### src/rtl/ctrl_fsm_pkg.sv
package ctrl_fsm_pkg;
  localparam int unsigned NUM_STEPS = 10;
  localparam int unsigned STEP_W    = $clog2(NUM_STEPS);

  typedef enum logic [STEP_W-1:0] {
    ST_FETCH  = 4'd0,
    ST_DECODE = 4'd1,
    ST_ADDR   = 4'd2,
    ST_MRD    = 4'd3,
    ST_LDWB   = 4'd4,
    ST_MWR    = 4'd5,
    ST_EXEC   = 4'd6,
    ST_RFWR   = 4'd7,
    ST_BRANCH = 4'd8,
    ST_JUMP   = 4'd9
  } step_e;

  typedef struct packed {
    logic       pc_wr;
    logic       pc_wr_cond;
    logic       addr_sel;
    logic       mem_rd;
    logic       mem_wr;
    logic       ir_ld;
    logic       wb_sel;
    logic       rf_wr;
    logic       dst_sel;
    logic       alu_a_sel;
    logic [1:0] alu_b_sel;
    logic [1:0] alu_op;
    logic [1:0] pc_src;
  } ctrl_t;

  localparam logic [1:0] BSEL_REG  = 2'b00;
  localparam logic [1:0] BSEL_FOUR = 2'b01;
  localparam logic [1:0] BSEL_IMM  = 2'b10;
  localparam logic [1:0] BSEL_SHF  = 2'b11;
  localparam logic [1:0] AOP_ADD   = 2'b00;
  localparam logic [1:0] AOP_SUB   = 2'b01;
  localparam logic [1:0] AOP_FUNC  = 2'b10;
  localparam logic [1:0] PSRC_ALU  = 2'b00;
  localparam logic [1:0] PSRC_REG  = 2'b01;
  localparam logic [1:0] PSRC_JMP  = 2'b10;
endpackage

### src/rtl/ctrl_fsm_next.sv
module ctrl_fsm_next
  import ctrl_fsm_pkg::*;
#(
  parameter int unsigned      OPC_W     = 6,
  parameter logic [OPC_W-1:0] OPC_ALU   = 6'b000000,
  parameter logic [OPC_W-1:0] OPC_LOAD  = 6'b100011,
  parameter logic [OPC_W-1:0] OPC_STORE = 6'b101011,
  parameter logic [OPC_W-1:0] OPC_BEQ   = 6'b000100,
  parameter logic [OPC_W-1:0] OPC_JMP   = 6'b000010
) (
  input  step_e             step_q_i,
  input  logic [OPC_W-1:0]  opcode_i,
  output step_e             step_d_o
);
  always_comb begin
    step_d_o = ST_FETCH;
    unique case (step_q_i)
      ST_FETCH:  step_d_o = ST_DECODE;
      ST_DECODE: begin
        if (opcode_i == OPC_LOAD || opcode_i == OPC_STORE) step_d_o = ST_ADDR;
        else if (opcode_i == OPC_ALU)                      step_d_o = ST_EXEC;
        else if (opcode_i == OPC_BEQ)                      step_d_o = ST_BRANCH;
        else if (opcode_i == OPC_JMP)                      step_d_o = ST_JUMP;
        else                                               step_d_o = ST_FETCH;
      end
      // store code picks the write step, anything else reads
      ST_ADDR:   step_d_o = (opcode_i == OPC_STORE) ? ST_MWR : ST_MRD;
      ST_MRD:    step_d_o = ST_LDWB;
      ST_EXEC:   step_d_o = ST_RFWR;
      ST_LDWB, ST_MWR, ST_RFWR, ST_BRANCH, ST_JUMP: step_d_o = ST_FETCH;
      default:   step_d_o = ST_FETCH;
    endcase
  end
endmodule

### src/rtl/ctrl_fsm_state_reg.sv
module ctrl_fsm_state_reg
  import ctrl_fsm_pkg::*;
#(
  parameter bit ONE_HOT = 1'b0
) (
  input  logic  clk_i,
  input  logic  rst_ni,
  input  step_e step_d_i,
  output step_e step_q_o
);
  generate
    if (ONE_HOT) begin : g_onehot
      logic [NUM_STEPS-1:0] hot_q;

      always_ff @(posedge clk_i or negedge rst_ni) begin
        if (!rst_ni) hot_q <= NUM_STEPS'(1);
        else         hot_q <= NUM_STEPS'(1) << step_d_i;
      end

      always_comb begin
        step_q_o = ST_FETCH;
        for (int i = 0; i < NUM_STEPS; i++) begin
          if (hot_q[i]) step_q_o = step_e'(STEP_W'(i));
        end
      end
    end else begin : g_binary
      step_e bin_q;

      always_ff @(posedge clk_i or negedge rst_ni) begin
        if (!rst_ni) bin_q <= ST_FETCH;
        else         bin_q <= step_d_i;
      end

      assign step_q_o = bin_q;
    end
  endgenerate
endmodule

### src/rtl/ctrl_fsm_out.sv
module ctrl_fsm_out
  import ctrl_fsm_pkg::*;
(
  input  logic  rst_ni,
  input  step_e step_q_i,
  output ctrl_t ctrl_o
);
  always_comb begin
    ctrl_o = '0;
    if (!rst_ni) begin
      // reset shows the fetch pattern without waiting for an edge
      ctrl_o.pc_wr     = 1'b1;
      ctrl_o.mem_rd    = 1'b1;
      ctrl_o.ir_ld     = 1'b1;
      ctrl_o.alu_b_sel = BSEL_FOUR;
    end else begin
      unique case (step_q_i)
        ST_FETCH: begin
          ctrl_o.pc_wr     = 1'b1;
          ctrl_o.mem_rd    = 1'b1;
          ctrl_o.ir_ld     = 1'b1;
          ctrl_o.alu_b_sel = BSEL_FOUR;
          ctrl_o.pc_src    = PSRC_ALU;
          ctrl_o.alu_op    = AOP_ADD;
        end
        ST_DECODE: begin
          ctrl_o.alu_b_sel = BSEL_SHF;
          ctrl_o.alu_op    = AOP_ADD;
        end
        ST_ADDR: begin
          ctrl_o.alu_a_sel = 1'b1;
          ctrl_o.alu_b_sel = BSEL_IMM;
          ctrl_o.alu_op    = AOP_ADD;
        end
        ST_MRD: begin
          ctrl_o.mem_rd   = 1'b1;
          ctrl_o.addr_sel = 1'b1;
        end
        ST_LDWB: begin
          ctrl_o.rf_wr  = 1'b1;
          ctrl_o.wb_sel = 1'b1;
        end
        ST_MWR: begin
          ctrl_o.mem_wr   = 1'b1;
          ctrl_o.addr_sel = 1'b1;
        end
        ST_EXEC: begin
          ctrl_o.alu_a_sel = 1'b1;
          ctrl_o.alu_b_sel = BSEL_REG;
          ctrl_o.alu_op    = AOP_FUNC;
        end
        ST_RFWR: begin
          ctrl_o.rf_wr   = 1'b1;
          ctrl_o.dst_sel = 1'b1;
        end
        ST_BRANCH: begin
          ctrl_o.alu_a_sel  = 1'b1;
          ctrl_o.alu_b_sel  = BSEL_REG;
          ctrl_o.alu_op     = AOP_SUB;
          ctrl_o.pc_wr_cond = 1'b1;
          ctrl_o.pc_src     = PSRC_REG;
        end
        ST_JUMP: begin
          ctrl_o.pc_wr  = 1'b1;
          ctrl_o.pc_src = PSRC_JMP;
        end
        default: ctrl_o = '0;
      endcase
    end
  end
endmodule

### src/rtl/ctrl_fsm.sv
module ctrl_fsm
  import ctrl_fsm_pkg::*;
#(
  parameter int unsigned      OPC_W     = 6,
  parameter logic [OPC_W-1:0] OPC_ALU   = 6'b000000,
  parameter logic [OPC_W-1:0] OPC_LOAD  = 6'b100011,
  parameter logic [OPC_W-1:0] OPC_STORE = 6'b101011,
  parameter logic [OPC_W-1:0] OPC_BEQ   = 6'b000100,
  parameter logic [OPC_W-1:0] OPC_JMP   = 6'b000010,
  parameter bit               ONE_HOT   = 1'b0
) (
  input  logic             clk_i,
  input  logic             rst_ni,
  input  logic [OPC_W-1:0] opcode_i,
  output logic             pc_wr_o,
  output logic             pc_wr_cond_o,
  output logic             addr_sel_o,
  output logic             mem_rd_o,
  output logic             mem_wr_o,
  output logic             ir_ld_o,
  output logic             wb_sel_o,
  output logic             rf_wr_o,
  output logic             dst_sel_o,
  output logic             alu_a_sel_o,
  output logic [1:0]       alu_b_sel_o,
  output logic [1:0]       alu_op_o,
  output logic [1:0]       pc_src_o
);
  step_e step_q, step_d;
  ctrl_t ctrl;

  ctrl_fsm_next #(
    .OPC_W(OPC_W), .OPC_ALU(OPC_ALU), .OPC_LOAD(OPC_LOAD),
    .OPC_STORE(OPC_STORE), .OPC_BEQ(OPC_BEQ), .OPC_JMP(OPC_JMP)
  ) u_next (
    .step_q_i (step_q),
    .opcode_i (opcode_i),
    .step_d_o (step_d)
  );

  ctrl_fsm_state_reg #(.ONE_HOT(ONE_HOT)) u_state (
    .clk_i    (clk_i),
    .rst_ni   (rst_ni),
    .step_d_i (step_d),
    .step_q_o (step_q)
  );

  ctrl_fsm_out u_out (
    .rst_ni   (rst_ni),
    .step_q_i (step_q),
    .ctrl_o   (ctrl)
  );

  assign pc_wr_o      = ctrl.pc_wr;
  assign pc_wr_cond_o = ctrl.pc_wr_cond;
  assign addr_sel_o   = ctrl.addr_sel;
  assign mem_rd_o     = ctrl.mem_rd;
  assign mem_wr_o     = ctrl.mem_wr;
  assign ir_ld_o      = ctrl.ir_ld;
  assign wb_sel_o     = ctrl.wb_sel;
  assign rf_wr_o      = ctrl.rf_wr;
  assign dst_sel_o    = ctrl.dst_sel;
  assign alu_a_sel_o  = ctrl.alu_a_sel;
  assign alu_b_sel_o  = ctrl.alu_b_sel;
  assign alu_op_o     = ctrl.alu_op;
  assign pc_src_o     = ctrl.pc_src;
endmodule

### config.mk
export PLATFORM = sky130hd
export DESIGN_NAME = ctrl_fsm
export DESIGN_NICKNAME = d
export VERILOG_FILES = /design/src/rtl/ctrl_fsm_pkg.sv /design/src/rtl/ctrl_fsm_next.sv /design/src/rtl/ctrl_fsm_state_reg.sv /design/src/rtl/ctrl_fsm_out.sv /design/src/rtl/ctrl_fsm.sv
export SDC_FILE = /design/constraint.sdc
export NUM_CORES = 1
export LEC_CHECK = 0
export ABC_AREA = 0
export BUFFER_PORTS_ARGS = -buffer_cell sky130_fd_sc_hd__buf_2
export CORE_AREA = 2 2 39 41
export CTS_BUF_LIST = sky130_fd_sc_hd__clkbuf_16
export DETAILED_ROUTE_END_ITERATION = 16
export DIE_AREA = 0 0 41 43
export SETUP_SLACK_MARGIN = 0.15
export SYNTH_ARGS = -nofsm -noshare
export SYNTH_HDL_FRONTEND = slang
export SYNTH_SLANG_ARGS = --single-unit
### constraint.sdc
create_clock -name clk_i -period 1.4 [get_ports clk_i]
set_input_delay 0.07 -clock clk_i [delete_from_list [all_inputs] [get_ports clk_i]]
set_output_delay 0.07 -clock clk_i [all_outputs]
set_load 0.005 [all_outputs]
After elaboration in Yosys (flattened, before gate mapping)
Index checks and enable logic that the tools add are counted.
{ "classes": {"eq_ne": 13, "mux": 26, "reduce_logical": 8} }
{ "op_table": {"columns": ["operator", "count"], "rows": [
  ["4-bit case mux with 5 select lines", 2],
  ["4-bit two-way mux", 6],
  ["4-bit by 3-bit == test with 1-bit output (second input constant)", 4],
  ["1-bit two-way mux", 14],
  ["6-bit == test (second input constant)", 2],
  ["4-bit by 2-bit == test with 1-bit output (second input constant)", 2],
  ["4-bit == test (second input constant)", 2],
  ["2-bit OR reduction", 4],
  ["6-bit by 2-bit == test with 1-bit output (second input constant)", 1],
  ["6-bit by 3-bit == test with 1-bit output (second input constant)", 1],
  ["6-bit logical NOT", 1],
  ["4-bit by 1-bit == test with 1-bit output (second input constant)", 1],
  ["4-bit logical NOT", 1],
  ["2-bit two-way mux", 2],
  ["2-bit case mux with 2 select lines", 1],
  ["3-bit two-way mux", 1],
  ["3-bit OR reduction", 1],
  ["1-bit logical OR", 1]
]} }
{ "totals": {"reg_bits": 4, "input_bits": 8, "out_inout_bits": 16, "wordCells": 48} }

Depth between registers and ports, before layout
{ "depth": {"ltp_word": 6, "mapped_depth": 5, "depth_no_buf": 4} }

By module
From an unflattened synthesis, not the netlist that was laid out.
{ "unflattened": {"cells_unflattened": 61, "area_unflattened_um2": 526.8} }
{ "modules_own_cells": {"columns": ["module", "instances", "cells_each", "area_each_um2", "seq_area_each_um2"], "rows": [
  ["ctrl_fsm_out", 1, 32, 242.7, 0.0],
  ["ctrl_fsm_next", 1, 25, 183.9, 0.0],
  ["ctrl_fsm_state_reg", 1, 4, 100.1, 100.1]
]} }

Worst setup path after synthesis
OpenSTA, ideal clock, no wires.
{ "synth_timing": {"path_type": "register to output", "startpoint": "register u_state.g_binary.bin_q[2] (netlist: u_state.step_q_o[2])", "endpoint": "output port pc_src_o[0]", "arrival_time_ns": 1.091, "required_ns": 1.330, "setup_slack_ns": 0.239, "path_stages_with_launch": 6, "n_path_buf": 2, "cell_sequence": "dfrtp_1 buf_2 inv_1 nand3_1 nor3_1 buf_4"} }
{ "synth_between": {"elab_chain_len": 3, "word_cells_on_any_way": 4, "classes_between": "eq/ne (2); mux (2)"} }
{ "synth_rtl": {"columns": ["item", "line_no", "text"], "rows": [
  ["start, declared", "ctrl_fsm_state_reg.sv:27", "step_e bin_q;"],
  ["start signal, assigned", "ctrl_fsm_state_reg.sv:31", "else bin_q <= step_d_i;"],
  ["4-bit == test", "ctrl_fsm_out.sv:17", "unique case (step_q_i)"],
  ["2-bit case mux with 2 select lines (*)", "ctrl_fsm_out.sv:17", null],
  ["4-bit two-way mux (*)", "ctrl_fsm_out.sv:10", "if (!rst_ni) begin"],
  ["end, declared", "ctrl_fsm.sv:27", "output logic [1:0] pc_src_o"]
]} }
Every way passes the cells marked *; elsewhere a longest branch is shown, timed or not.

Worst setup path in the final report
{ "layout_timing": {"startpoint": "register u_state.g_binary.bin_q[2] (netlist: u_state.step_q_o[2])", "endpoint": "output port ir_ld_o"} }
{ "layout_between": {"elab_chain_len": 3} }
{ "layout_rtl": {"columns": ["item", "line_no", "text"], "rows": [
  ["4-bit logical NOT", "ctrl_fsm_out.sv:17", null],
  ["1-bit two-way mux", "ctrl_fsm_out.sv:17", null],
  ["1-bit two-way mux", "ctrl_fsm_out.sv:10", null],
  ["end, declared", "ctrl_fsm.sv:20", "output logic ir_ld_o,"]
]} }
Every way passes these cells.

==> flow_metrics.env <==
export IMPL_yosysWarnings=0
export IMPL_place_area_um2=571
export IMPL_postRouteAntennaNets=0
export IMPL_outcome="complete, no violations"
export IMPL_synth_most_common_cell="nand2_1"
export IMPL_reg2reg_to="u_state.step_q_o[3]"
export IMPL_ys_ff_latch=4
export IMPL_r2r_worst_path_cells=3
export IMPL_drive_gt1_frac=0.684
export IMPL_fp_row_count=14
export IMPL_reg2reg_slack_ns=0.17
export IMPL_ir_drop_v=0.000697
export IMPL_ys_seq_area_frac=0.238
export IMPL_synth_cell_types=28
export IMPL_finalHoldViolCount=0
export IMPL_design_area_um2=830
export IMPL_synth_edf_count=0
export IMPL_total_leakage_power_nw=0.401
export IMPL_ys_async_sr_fraction=1.00
export IMPL_area_growth_pct=97.3
export IMPL_pre_cts_ws_ns=0.0945
export IMPL_fmax_mhz=728
export IMPL_grt_pass1_wl_um=2160
export IMPL_wl_per_cell_um=13.3
export IMPL_p_total_mw=1.19
export IMPL_r2r_start="u_state.step_q_o[1]"
export IMPL_grt_pass1_vias=551
export IMPL_cts_buffers=3
export IMPL_fill_cells=119
export IMPL_via_per_inst=5.22
export IMPL_finalNetCount=105
export IMPL_clock_latency_ns=0.22
export IMPL_cp_startpoint="u_state.step_q_o[2]"
export IMPL_worstPathArrival_ns=1.30
export IMPL_grt_max_degree=10
export IMPL_power_density_nw_per_um2=1440
export IMPL_io_pins=24
export IMPL_numClockSinks=4
export IMPL_die_height_um=43
export IMPL_required_ns=1.33
export IMPL_largest_reg_flops=4
export IMPL_grt_usage=0.184
export IMPL_maxCapViolations=0
export IMPL_synth_area_um2=420
export IMPL_drt_iter0_drc=13
export IMPL_syn_nets=64
export IMPL_rsz0062_at_grt="yes"
export IMPL_endpoint_kind="output pin"
export IMPL_first_pass_iters=4
export IMPL_dp_final_hpwl_um=850
export IMPL_tightest_slew_ns=0.339
export IMPL_timing_hold_ws_ns=0.0669
export IMPL_die_w_um=41
export IMPL_path_clk_slew_ns=0.03
export IMPL_cts_tree="done"
export IMPL_cts_buffer_depth=2
export IMPL_overflow=0
export IMPL_worstHoldPathType="in -> reg"
export IMPL_syn_area_per_cell_um2=7.51
export IMPL_drt_total_wl_um=1480
export IMPL_die_area_um2=1760
export IMPL_synth_common_cells="nand2_1, nor2_1, dfrtp_1, nor3_1"
export IMPL_drc=0
export IMPL_synth_largest_area_cell="dfrtp_1"
export IMPL_finalCriticalPeriod_ns=1.37
export IMPL_critPathCapture="ir_ld_o"
export IMPL_utilization=0.599
export IMPL_critPathMaxFanout=6
export IMPL_finClkSkew_ns=0.00211
export IMPL_yosysTopAreaCellShare=0.238
export IMPL_ys_flop_type="dfrtp_1"
export IMPL_h_tree_depth=1
export IMPL_maxSlewHeadroom=0.772
export IMPL_antenna_found_initial=0
export IMPL_io_buffer_count=23
export IMPL_slew_violations=0
export IMPL_setup_viol=0
export IMPL_diodes=0
export IMPL_synthTopCellsByArea="dfrtp_1, nand2_1, xor2_1, nor3_1, and3_1"
export IMPL_vias=579
export IMPL_setup_ws_ns=0.0269
export IMPL_synth_cells=56
export IMPL_place_congestion=0.794
export IMPL_fin_crit_sh=0.981
export IMPL_critPathLaunchType="flop"
export IMPL_core_um2=1380
export IMPL_crit_type="reg -> out"
export IMPL_clk_root_buffer_cell="clkbuf_16"
export IMPL_initial_utilization=0.304
layout by cell type (no fill, tap or decap), types with 2 or more instances in the layout:
| master | n |
|---|---|
| nand2_1 | 5 |
| o31ai_2 | 2 |
| and3_1 | 3 |
| inv_2 | 2 |
| nor2_4 | 2 |
| o21ai_1 | 2 |
| xor2_1 | 3 |
| buf_6 | 2 |
| nor3_2 | 4 |
| buf_4 | 13 |
| clkbuf_16 | 3 |
| buf_2 | 23 |
| dfrtp_2 | 4 |
| nand2_2 | 3 |
| nor2_1 | 4 |
power breakdown:
group          total, mW  switching, mW  internal [mW]
registers          0.171         0.0317          0.140
clock network      0.445         0.0800          0.365
logic              0.575          0.256          0.319
total               1.19          0.367          0.824
worst min path at each step:
stage	startpoint	end	slack, ns	depth (start not counted)
final	opcode_i[4]	u_state.step_q_o[3]	0.07	2
after global routing	opcode_i[4]	u_state.step_q_o[3]	0.08	2
after CTS	opcode_i[4]	u_state.step_q_o[3]	0.06	2
after detailed placement	rst_ni	u_state.step_q_o[2]	-0.08	1
after global placement	rst_ni	u_state.step_q_o[2]	-0.07	1
after floorplan	rst_ni	u_state.step_q_o[0]	-0.23	0
final cells by class:
cell class	count	area, um^2	area share
Tap cell	16	20.0	0.0241
Clock buffer	3	75.1	0.0905
Multi-Input combinational cell	45	353	0.425
Timing Repair Buffer	40	265	0.320
Sequential cell	4	105	0.127
Inverter	3	11.3	0.0136
per-stage QoR:
stage                     TNS, ns  instances
final                           0        111
after global routing      -0.0256        111
after CTS                       0        109
after detailed placement        0         96
after global placement          0         96
after floorplan                 0         56
logic make-up after synthesis:
logic type	Yosys count	share of synthesized area
simple gates	31	0.405
xor+xnor	3	0.0625
compound gates	11	0.214
buf+inv	7	0.0804
flops	4	0.238
worst max-delay path, cell delays in order, from the launching register on:
cell and delay, ns:
dfrtp_2 0.45, inv_2 0.13, nand2_2 0.11, o31ai_2 0.23, buf_2 0.15
metal layers:
metal / vias to the layer above / global-route usage / share of wire / routed length [um]
li1: 281 / - / - / -
met5: - / 0 / 0 / 0
met2: 14 / 0.294 / 0.54 / 801
met3: 2 / 0.0157 / 0.032 / 47
met1: 282 / 0.211 / 0.41 / 607
met4: 0 / 0.140 / 0.013 / 19
what timing repair did:
action | in CTS | in global routing
resized for setup | 18 | 7
buffers inserted | 9 | 2
setup endpoints to repair | 17 | 17
endpoints found under the hold margin | 4 | 0
hold buffers | 1 | 0
gates cloned | 0 | 0
pin swaps | 2 | 3
Power figures use the tool's default switching activity.
